**src/rtl/zvs_hcc_pkg.sv**
```systemverilog
package zvs_hcc_pkg;

  // Leg phase: which switch conducts, or which diode is awaited.
  typedef enum logic [1:0] {
    PH_HIGH_ON = 2'd0,
    PH_WAIT_LO = 2'd1,
    PH_LOW_ON  = 2'd2,
    PH_WAIT_HI = 2'd3
  } leg_phase_t;

endpackage

```
**src/rtl/zvs_hcc_levels.sv**
```systemverilog
// Turn-off level computation with saturation.
module zvs_hcc_levels #(
  parameter int W = 16
) (
  input  logic signed [W-1:0] cur_set,
  input  logic signed [W-1:0] cur_thr,
  output logic signed [W-1:0] thr_eff,
  output logic signed [W-1:0] lvl_hi,
  output logic signed [W-1:0] lvl_lo
);
  localparam int EW = W + 2;
  localparam logic signed [EW-1:0] MAX_X = $signed({{(EW-W+1){1'b0}}, {(W-1){1'b1}}});
  localparam logic signed [EW-1:0] MIN_X = $signed({{(EW-W+1){1'b1}}, {(W-1){1'b0}}});

  function automatic logic signed [W-1:0] sat_w(input logic signed [EW-1:0] v);
    if (v > MAX_X)      return MAX_X[W-1:0];
    else if (v < MIN_X) return MIN_X[W-1:0];
    else                return v[W-1:0];
  endfunction

  function automatic logic signed [W-1:0] clamp_thr(input logic signed [W-1:0] t);
    return t[W-1] ? '0 : t;
  endfunction

  logic signed [EW-1:0] set_x2;
  logic signed [EW-1:0] thr_x;
  logic signed [EW-1:0] up_raw;
  logic signed [EW-1:0] dn_raw;
  logic                 set_neg;

  assign thr_eff = clamp_thr(cur_thr);
  assign set_neg = cur_set[W-1];
  assign set_x2  = $signed({cur_set[W-1], cur_set[W-1], cur_set}) <<< 1;
  assign thr_x   = $signed({2'b00, thr_eff});
  assign up_raw  = set_x2 + thr_x;
  assign dn_raw  = set_x2 - thr_x;

  always_comb begin
    if (set_neg) begin
      lvl_hi = thr_eff;
      lvl_lo = sat_w(dn_raw);
    end else begin
      lvl_hi = sat_w(up_raw);
      lvl_lo = '0 - thr_eff;
    end
  end
endmodule

```
**src/rtl/zvs_hcc_offrule.sv**
```systemverilog
// Turn-off decision for one switch; HIGH_SIDE picks the polarity.
module zvs_hcc_offrule #(
  parameter int W = 16,
  parameter bit HIGH_SIDE = 1'b1
) (
  input  logic                active,
  input  logic signed [W-1:0] cur_meas,
  input  logic signed [W-1:0] cur_slope,
  input  logic signed [W-1:0] level,
  input  logic signed [W-1:0] thr_eff,
  output logic                level_hit,
  output logic                slope_hit,
  output logic                commute_ok,
  output logic                turn_off
);
  logic signed [W:0] meas_x;
  logic signed [W:0] neg_thr;
  logic              slope_zero;

  assign meas_x     = $signed({cur_meas[W-1], cur_meas});
  assign neg_thr    = -$signed({1'b0, thr_eff});
  assign slope_zero = (cur_slope == '0);

  generate
    if (HIGH_SIDE) begin : g_high
      assign level_hit  = (cur_meas >= level);
      assign slope_hit  = cur_slope[W-1] || slope_zero;
      assign commute_ok = (cur_meas >= thr_eff);
    end else begin : g_low
      assign level_hit  = (cur_meas <= level);
      assign slope_hit  = !cur_slope[W-1];
      assign commute_ok = (meas_x <= neg_thr);
    end
  endgenerate

  assign turn_off = active && commute_ok && (level_hit || slope_hit);
endmodule

```
**src/rtl/zvs_hcc_seq.sv**
```systemverilog
// Four-phase leg sequencer.
module zvs_hcc_seq
  import zvs_hcc_pkg::*;
(
  input  logic clk,
  input  logic rst_n,
  input  logic off_hi,
  input  logic off_lo,
  input  logic hs_diode_on,
  input  logic ls_diode_on,
  output logic hs_gate,
  output logic ls_gate
);
  leg_phase_t ph_q, ph_d;

  always_comb begin
    ph_d = ph_q;
    unique case (ph_q)
      PH_HIGH_ON: if (off_hi)      ph_d = PH_WAIT_LO;
      PH_WAIT_LO: if (ls_diode_on) ph_d = PH_LOW_ON;
      PH_LOW_ON:  if (off_lo)      ph_d = PH_WAIT_HI;
      PH_WAIT_HI: if (hs_diode_on) ph_d = PH_HIGH_ON;
      default:                     ph_d = PH_WAIT_LO;
    endcase
  end

  always_ff @(posedge clk or negedge rst_n) begin
    if (!rst_n) ph_q <= PH_WAIT_LO;
    else        ph_q <= ph_d;
  end

  assign hs_gate = (ph_q == PH_HIGH_ON);
  assign ls_gate = (ph_q == PH_LOW_ON);
endmodule

```
**src/rtl/zvs_hcc.sv**
```systemverilog
// Hysteresis current controller for one soft-switched half-bridge leg.
module zvs_hcc #(
  parameter int W = 16
) (
  input  logic                clk,
  input  logic                rst_n,
  input  logic signed [W-1:0] cur_meas,
  input  logic signed [W-1:0] cur_set,
  input  logic signed [W-1:0] cur_thr,
  input  logic signed [W-1:0] cur_slope,
  input  logic                hs_diode_on,
  input  logic                ls_diode_on,
  output logic                hs_gate,
  output logic                ls_gate
);
  // Internal events brought out for the checker.
  logic signed [W-1:0] thr_eff;
  logic signed [W-1:0] lvl_hi;
  logic signed [W-1:0] lvl_lo;
  logic hi_level_hit, hi_slope_hit, hi_commute_ok, hi_off;
  logic lo_level_hit, lo_slope_hit, lo_commute_ok, lo_off;

  zvs_hcc_levels #(.W(W)) u_levels (
    .cur_set (cur_set),
    .cur_thr (cur_thr),
    .thr_eff (thr_eff),
    .lvl_hi  (lvl_hi),
    .lvl_lo  (lvl_lo)
  );

  zvs_hcc_offrule #(.W(W), .HIGH_SIDE(1'b1)) u_off_hi (
    .active     (hs_gate),
    .cur_meas   (cur_meas),
    .cur_slope  (cur_slope),
    .level      (lvl_hi),
    .thr_eff    (thr_eff),
    .level_hit  (hi_level_hit),
    .slope_hit  (hi_slope_hit),
    .commute_ok (hi_commute_ok),
    .turn_off   (hi_off)
  );

  zvs_hcc_offrule #(.W(W), .HIGH_SIDE(1'b0)) u_off_lo (
    .active     (ls_gate),
    .cur_meas   (cur_meas),
    .cur_slope  (cur_slope),
    .level      (lvl_lo),
    .thr_eff    (thr_eff),
    .level_hit  (lo_level_hit),
    .slope_hit  (lo_slope_hit),
    .commute_ok (lo_commute_ok),
    .turn_off   (lo_off)
  );

  zvs_hcc_seq u_seq (
    .clk         (clk),
    .rst_n       (rst_n),
    .off_hi      (hi_off),
    .off_lo      (lo_off),
    .hs_diode_on (hs_diode_on),
    .ls_diode_on (ls_diode_on),
    .hs_gate     (hs_gate),
    .ls_gate     (ls_gate)
  );
endmodule

```
**config.mk**
```make
export PLATFORM = sky130hd
export DESIGN_NAME = zvs_hcc
export DESIGN_NICKNAME = d
export VERILOG_FILES = /design/src/rtl/zvs_hcc_pkg.sv /design/src/rtl/zvs_hcc_levels.sv /design/src/rtl/zvs_hcc_offrule.sv /design/src/rtl/zvs_hcc_seq.sv /design/src/rtl/zvs_hcc.sv
export SDC_FILE = /design/constraint.sdc
export NUM_CORES = 1
export LEC_CHECK = 0
export BUFFER_PORTS_ARGS = -buffer_cell sky130_fd_sc_hd__buf_4
export CAP_MARGIN = 15
export CORE_ASPECT_RATIO = 0.9
export CORE_UTILIZATION = 40
export CTS_BUF_LIST = sky130_fd_sc_hd__clkbuf_8
export DETAILED_ROUTE_END_ITERATION = 7
export PLACE_DENSITY = 0.62
export SLEW_MARGIN = 20
export SYNTH_ARGS = -nofsm -noshare
export SYNTH_HDL_FRONTEND = slang
export SYNTH_SLANG_ARGS = --single-unit
```
**constraint.sdc**
```tcl
create_clock -name clk -period 2.3 [get_ports clk]
set_clock_uncertainty 0.05 [all_clocks]
set_input_delay 0.345 -clock clk [delete_from_list [all_inputs] [get_ports clk]]
set_output_delay 0.345 -clock clk [all_outputs]
set_load 0.1 [all_outputs]
```
==> results.py, run 1 <==
metrics = {
    "detailed_routing": {
        "vias": 5024,
        "firstDrtPassIters": 4,
        "dr.max_layer_used": "met4",
        "viasPerCell": 5.57,
        "drcViolationCount": 0,
        "wl_met1_um": 7260,
        "wl_met2_um": 7110,
        "routed_wl_um": 15500,
        "wl_met3_um": 934,
        "postRouteAntennaNets": 0,
        "drtIter0Drc": 389,
        "routedWlPerCell_um": 17.2,
    },
    "sta": {
        "period_minus_slack_ns": 4.41,
        "setup_ws_ns": -2.11,
        "slew_viol_final": 0,
        "worst_slew_pin_slew_ns": 0.597,
        "rsz0062_at_grt": "yes",
        "period_share": 1.92,
        "fmax_mhz": 227,
        "hold_viol_final": 0,
        "tns_ns": -4.20,
        "setup_viol": 2,
        "slew_headroom": 0.597,
    },
    "placement": {
        "hpwl_um": 12900,
        "gp_congestion": 0.969,
        "io_buffers": 69,
        "dpl_worst_slack_ns": -2.51,
        "dp.cells": 884,
    },
    "power": {
        "pwr-share-seq": 0.037,
        "p_switching_uw": 1090,
        "max-vdd-ir-drop_mv": 0.989,
        "p_clk_frac": 0.065,
        "totalPowerFinal_uw": 2240,
        "p_comb_frac": 0.898,
        "power_density_nw_per_um2": 349,
        "leakagePower_uw": 0.00313,
        "switching_share": 0.486,
        "p_int_uw": 1150,
    },
    "flow_run": {
        "maxCapViolCount": 0,
    },
    "floorplanning": {
        "die_area_um2": 10400,
        "io_pins": 70,
        "die_y_um": 97.1,
        "core_area_um2": 9700,
        "rows": 34,
        "die_x_um": 108,
        "initial_core_util": 0.414,
    },
    "critical_path": {
        "slowest_stage": "mux2_1",
        "max_stage_delay_ns": 0.35,
        "worstReg2RegEnd": "u_seq.ph_q[1]",
        "crit_fanout": 7,
        "cpMostUsedCell": "buf_4",
        "start_kind": "primary input",
        "crit_chain": "buf_12, or2b_2, ha_4, nor2_4, a211oi_2, a311oi_2, buf_4, a21o_1, a311oi_4, nor4_4, buf_4, buf_4, a22o_1, ha_1, nand4_1, nor3_2, a21boi_2, a2111oi_4, mux2i_1, a221oi_2, mux2_1",
        "end_kind": "register",
        "ff2ff_setup_slack_ns": 0.27,
        "cp_num_cells": 21,
        "critPathKind": "primary input to register",
        "crit_buf_inv": 4,
        "rr_startpoint": "u_seq.ph_q[0]",
        "required_ns": 2.35,
        "r2r_cells": 8,
        "crit_family": "compound AO/OA/AOI/OAI gates",
        "worst-endpoint-arrival_ns": 4.46,
    },
    "run_status": {
        "violations": "negative setup slack",
        "status": "complete, but fails checks",
    },
    "yosys": {
        "muxShareOfSynthArea": 0.00529,
        "synth-edff-count": 0,
        "syn_inst": 529,
        "synth-async-reset-ratio": 1.00,
        "synth-compound-area-share": 0.294,
        "syn_avg_cell_area_um2": 7.59,
        "synth_adder_area_share": 0.306,
        "ys.flop_type": "dfstp_2",
        "yosys_warnings": 0,
        "synth_top_family_by_area": "adder cells",
        "synth-seq-area-share": 0.0128,
        "yosysUniqueCellTypes": 74,
        "synthXorXnorAreaFrac": 0.0610,
        "yosys.area_share.simple": 0.241,
        "syn_area_um2": 4020,
        "mappedNetlistNets": 694,
        "yosys_register_bits": 2,
    },
    "cts": {
        "htreeDepth": 1,
        "root_buffer": "clkbuf_8",
        "cts.sinks": 2,
        "clockBufferDepth": 2,
        "cts_tree": "built",
        "cts_buffers": 3,
        "clk_pin_slew_ns": 0.03,
        "worst_skew_pair.late_latency_ns": 0.22,
    },
    "finish": {
        "reg_top3": "u_seq.ph_q (2)",
        "final_cell_mix": "258 x buf_4, 78 x ha_1, 44 x nor2_1",
        "layout_commonest_cell": "buf_4",
        "area_delta_synth_final_pct": 59.4,
        "fill_cells": 850,
        "nets": 942,
        "drive_gt1_frac": 0.432,
        "regMostFlops": "u_seq.ph_q",
        "stdcell_count": 902,
        "diodes": 0,
        "final_util": 0.660,
        "largest_register_ffs": 2,
    },
    "global_routing": {
        "grt_pass1_vias": 4921,
        "grt_max_degree": 32,
        "grt_overflow": 0,
        "antenna_found_initial": 0,
        "track_usage": 0.292,
        "grt_pass1_wl_um": 24200,
    },
    "hold_path": {
        "hp-class": "primary input to asynchronous set/reset pin",
    },
}
==> cell families after synthesis <==
kind of cell               after synthesis
other                                    1
DFF                                      2
muxes                                    2
buffers and inverters                   56
adders and majority gates               97
and+or+nand+nor                        175
AOI/OAI and AO/OA                      168
xor gates and xnor gates                28
==> per-stage QoR <==
stage               instance area, µm²  hold slack [ns]
floorplan                         4130        -0.000591
global placement                  5960           0.0781
detailed placement                5960           0.0795
CTS                               6260            0.395
global route                      6400            0.439
finish                            6400            0.415
==> per-layer routing <==
layer | GRT usage | vias up
met5 | 0 | -
met2 | 0.489 | 149
met3 | 0.0302 | 21
met1 | 0.414 | 2365
met4 | 0.0306 | 0
li1 | - | 2489
==> power by group through the flow <==
| stage | combinational (µW) | clock [µW] | sequential [µW] |
|---|---|---|---|
| finish | 2010 | 146 | 83.4 |
| global route | 2170 | 152 | 86.1 |
| CTS | 1910 | 148 | 81.0 |
| detailed placement | 1810 | 0 | 81.3 |
| global placement | 1770 | 0 | 79.9 |
| floorplan | 1090 | 0 | 77.0 |
==> worst reg2reg max path, delay by kind of cell, from the launching register on <==
kind / cells / cell delay, ns
AOI/OAI and AO/OA: 4 / 0.54
adders and majority gates: 1 / 0.27
buffers and inverters: 1 / 0.07
DFF: 1 / 0.55
muxes: 1 / 0.35
and+or+nand+nor: 1 / 0.09
==> cells in the mapped netlist, types with 7 or more instances <==
| library cell | n | share of area |
|---|---|---|
| a21o_1 | 12 | 0.022 |
| nand3_1 | 11 | 0.014 |
| ha_1 | 95 | 0.30 |
| nor2_1 | 46 | 0.043 |
| nor4_1 | 7 | 0.011 |
| a31oi_1 | 21 | 0.033 |
| inv_1 | 36 | 0.034 |
| o21ai_0 | 22 | 0.027 |
| nand2b_1 | 15 | 0.023 |
| or2b_2 | 8 | 0.017 |
| a22o_1 | 14 | 0.031 |
| a21oi_1 | 41 | 0.051 |
| nand4_1 | 10 | 0.016 |
| nand2_1 | 23 | 0.021 |
| nor3_1 | 18 | 0.022 |
| xnor2_1 | 22 | 0.048 |
==> area by class of cell <==
class	instances	area, µm²	share of cell area
Clock buffer	3	41.3	0.00645
Clock inverter	1	3.75	0.000586
Inverter	36	138	0.0215
Multi-Input combinational cell	472	4020	0.627
Sequential cell	2	51.3	0.00801
Tap cell	126	158	0.0246
Timing Repair Buffer	262	2000	0.312
==> repair_timing <==
| action | 4_1_cts | 5_1_grt |
|---|---|---|
| hold buffers | 1 | 0 |
| pin swaps | 13 | 17 |
| hold endpoints to repair | 1 | 0 |
| gates cloned | 2 | 1 |
| setup endpoints to repair | 2 | 2 |
| gates resized for setup | 34 | 16 |
| buffers inserted | 7 | 3 |
==> worst max path at each step <==
stage,startpoint,slack (ns),endpoint
final,cur_thr[15],-2.11,u_seq.ph_q[1]
after global routing,cur_thr[15],-2.28,u_seq.ph_q[1]
after CTS,cur_thr[4],-2.08,u_seq.ph_q[1]
after detailed placement,cur_thr[15],-2.51,u_seq.ph_q[1]
after global placement,cur_thr[15],-2.44,u_seq.ph_q[1]
after floorplan,cur_thr[15],-2.19,u_seq.ph_q[1]
Power figures use the tool's default switching activity.
==> inputs of run 2 (changes only) <==
--- a/config.mk
+++ b/config.mk
@@ -7,11 +7,13 @@
 export LEC_CHECK = 0
 export BUFFER_PORTS_ARGS = -buffer_cell sky130_fd_sc_hd__buf_4
 export CAP_MARGIN = 15
+export CELL_PAD_IN_SITES_DETAIL_PLACEMENT = 0
+export CELL_PAD_IN_SITES_GLOBAL_PLACEMENT = 2
 export CORE_ASPECT_RATIO = 0.9
-export CORE_UTILIZATION = 40
+export CORE_UTILIZATION = 34
 export CTS_BUF_LIST = sky130_fd_sc_hd__clkbuf_8
 export DETAILED_ROUTE_END_ITERATION = 7
-export PLACE_DENSITY = 0.62
+export PLACE_DENSITY = 0.86
 export SLEW_MARGIN = 20
 export SYNTH_ARGS = -nofsm -noshare
 export SYNTH_HDL_FRONTEND = slang
==> run 2 against run 1 <==
The run still ends with negative setup slack left. Utilization shrank 9.6 points. Clock power down 3%. Sequential share of layout area is essentially flat. Critical endpoint unchanged. Sequential power shrank 2%. Final cell count rose by 2.5%. Non-clock buffer count decreased by 7. Critical path depth shrank 2. Sequential cell count is the same. Global-route usage decreased by 4.2 points. Largest cell class unchanged. Combinational power hardly changed. Maximum frequency fell by 1.7%.
==> results.py, run 2 (synthesis results as in run 1) <==
metrics = {
    "run_status": {
        "status": "complete, but fails checks",
        "violations": "negative setup slack",
    },
    "detailed_routing": {
        "drtIter0Drc": 275,
        "routed_wl_um": 15800,
        "routedWlPerCell_um": 17.1,
        "drcViolationCount": 0,
        "viasPerCell": 5.44,
        "firstDrtPassIters": 5,
        "postRouteAntennaNets": 0,
        "vias": 5028,
    },
    "floorplanning": {
        "rows": 37,
        "initial_core_util": 0.350,
        "core_area_um2": 11500,
        "die_x_um": 117,
        "die_area_um2": 12300,
        "die_y_um": 105,
        "io_pins": 70,
    },
    "finish": {
        "regMostFlops": "u_seq.ph_q",
        "layout_commonest_cell": "buf_4",
        "fill_cells": 1111,
        "final_util": 0.564,
        "largest_register_ffs": 2,
        "final_cell_mix": "248 x buf_4, 78 x ha_1, 44 x nor2_1",
        "drive_gt1_frac": 0.432,
        "area_delta_synth_final_pct": 61.3,
        "reg_top3": "u_seq.ph_q (2)",
        "nets": 935,
        "diodes": 0,
    },
    "cts": {
        "cts_tree": "built",
        "cts_buffers": 3,
        "root_buffer": "clkbuf_8",
        "clockBufferDepth": 2,
        "clk_pin_slew_ns": 0.03,
        "worst_skew_pair.late_latency_ns": 0.21,
        "cts.sinks": 2,
        "htreeDepth": 1,
    },
    "flow_run": {
        "maxCapViolCount": 0,
    },
    "global_routing": {
        "grt_busiest_layer": "met2",
        "met2_usage": 0.421,
        "use_met1": 0.355,
        "grt_pass1_wl_um": 24300,
        "grt_pass1_vias": 4967,
        "antenna_found_initial": 0,
        "grt_max_degree": 34,
        "grt_overflow": 0,
        "track_usage": 0.251,
        "met3_usage": 0.0145,
    },
    "critical_path": {
        "start_kind": "primary input",
        "max_stage_delay_ns": 0.55,
        "end_kind": "register",
        "critPathKind": "primary input to register",
        "slowest_stage": "or4_4",
        "worst-endpoint-arrival_ns": 4.53,
        "cpMostUsedCell": "a21oi_1",
        "crit_family": "compound AO/OA/AOI/OAI gates",
        "crit_fanout": 8,
        "required_ns": 2.34,
        "crit_buf_inv": 2,
        "crit_chain": "buf_16, buf_4, or2b_4, ha_4, a21oi_1, o211a_1, nor3_1, a221o_1, a311oi_2, a21o_2, a31oi_1, ha_1, nand2_1, or4_4, o221ai_2, a21oi_1, o2bb2ai_1, a221oi_2, mux2_1",
    },
    "sta": {
        "slew_viol_final": 0,
        "hold_viol_final": 0,
        "fmax_mhz": 223,
        "rsz0062_at_grt": "yes",
        "setup_ws_ns": -2.18,
        "period_minus_slack_ns": 4.48,
        "setup_viol": 2,
        "period_share": 1.95,
    },
    "placement": {
        "hpwl_um": 13100,
        "io_buffers": 69,
        "gp_congestion": 0.928,
    },
    "power": {
        "totalPowerFinal_uw": 2220,
        "max-vdd-ir-drop_mv": 0.210,
        "leakagePower_uw": 0.00314,
        "power_density_nw_per_um2": 342,
    },
    "hold_path": {
        "hp-class": "primary input to asynchronous set/reset pin",
    },
}
-- run 2: cell count changes in the layout (fill, tap and decap cells not counted), moves of 2 or more --
cell      delta
or2b_4       +3
buf_4       -10
or2b_2       -3
buf_6        +4
nand2b_1     -2
nand2b_4     +2
-- run 2: worst paths after layout --
kind	startpoint	end	slack, ns	cells after the start
max	cur_thr[15]	u_seq.ph_q[1]	-2.18	19
min	rst_n	u_seq.ph_q[1]	0.42	2
max reg2reg	u_seq.ph_q[0]	u_seq.ph_q[1]	0.32	8
min reg2reg	u_seq.ph_q[1]	u_seq.ph_q[1]	0.50	1
max in group asynchronous	rst_n	u_seq.ph_q[0]	1.59	2
min in group clk	u_seq.ph_q[1]	u_seq.ph_q[1]	0.50	1
-- run 2: repair_timing --
action | in CTS | in global routing
gates resized for setup | 31 | 36
hold buffers | 1 | 0
setup buffers | 7 | 5
pin swaps | 12 | 11
setup endpoints to repair | 2 | 2
endpoints found under the hold margin | 1 | 0
gates cloned | 0 | 2
-- run 2: worst reg2reg max path, stage by stage, from the launching register on --
cell,delay [ns]
dfstp_2,0.55
inv_1,0.06
ha_1,0.25
nand2b_1,0.09
a21oi_1,0.06
o31ai_1,0.07
o21ai_0,0.13
a221oi_2,0.26
mux2_1,0.35
-- run 2: report_power, final --
group	internal (µW)	switching (µW)	total, µW
Combinational	957	1040	2000
Sequential	62.5	19.6	82.1
Clock	113	27.9	141
Total	1130	1090	2220
-- run 2: per-stage QoR --
step	hold WS, ns	setup TNS [ns]	std cells	setup WS [ns]	area [µm²]
5_1_grt	0.417	-4.62	925	-2.36	6480
4_1_cts	0.411	-4.24	919	-2.18	6220
3_5_place_dp	0.0799	-5.06	907	-2.63	5950
6_report	0.417	-4.26	925	-2.18	6480
3_3_place_gp	0.0789	-4.86	907	-2.53	5950
2_1_floorplan	-0.000591	-4.16	529	-2.19	4130
-- run 2: per-layer routing --
layer  part of all wire  up-vias
li1                   -     2470
met1               0.47     2386
met2               0.46      150
met3              0.047       22
met4              0.019        0
met5                  0        -
-- run 2: final cells by class --
cell class | count | area [µm²] | area share
flip-flops and latches | 2 | 51.3 | 0.00792
inverters | 36 | 138 | 0.0212
clock inverters | 1 | 3.75 | 0.000579
well taps | 156 | 195 | 0.0301
clock buffers | 3 | 41.3 | 0.00637
repair buffers | 255 | 1970 | 0.304
multi-input cells | 472 | 4080 | 0.630
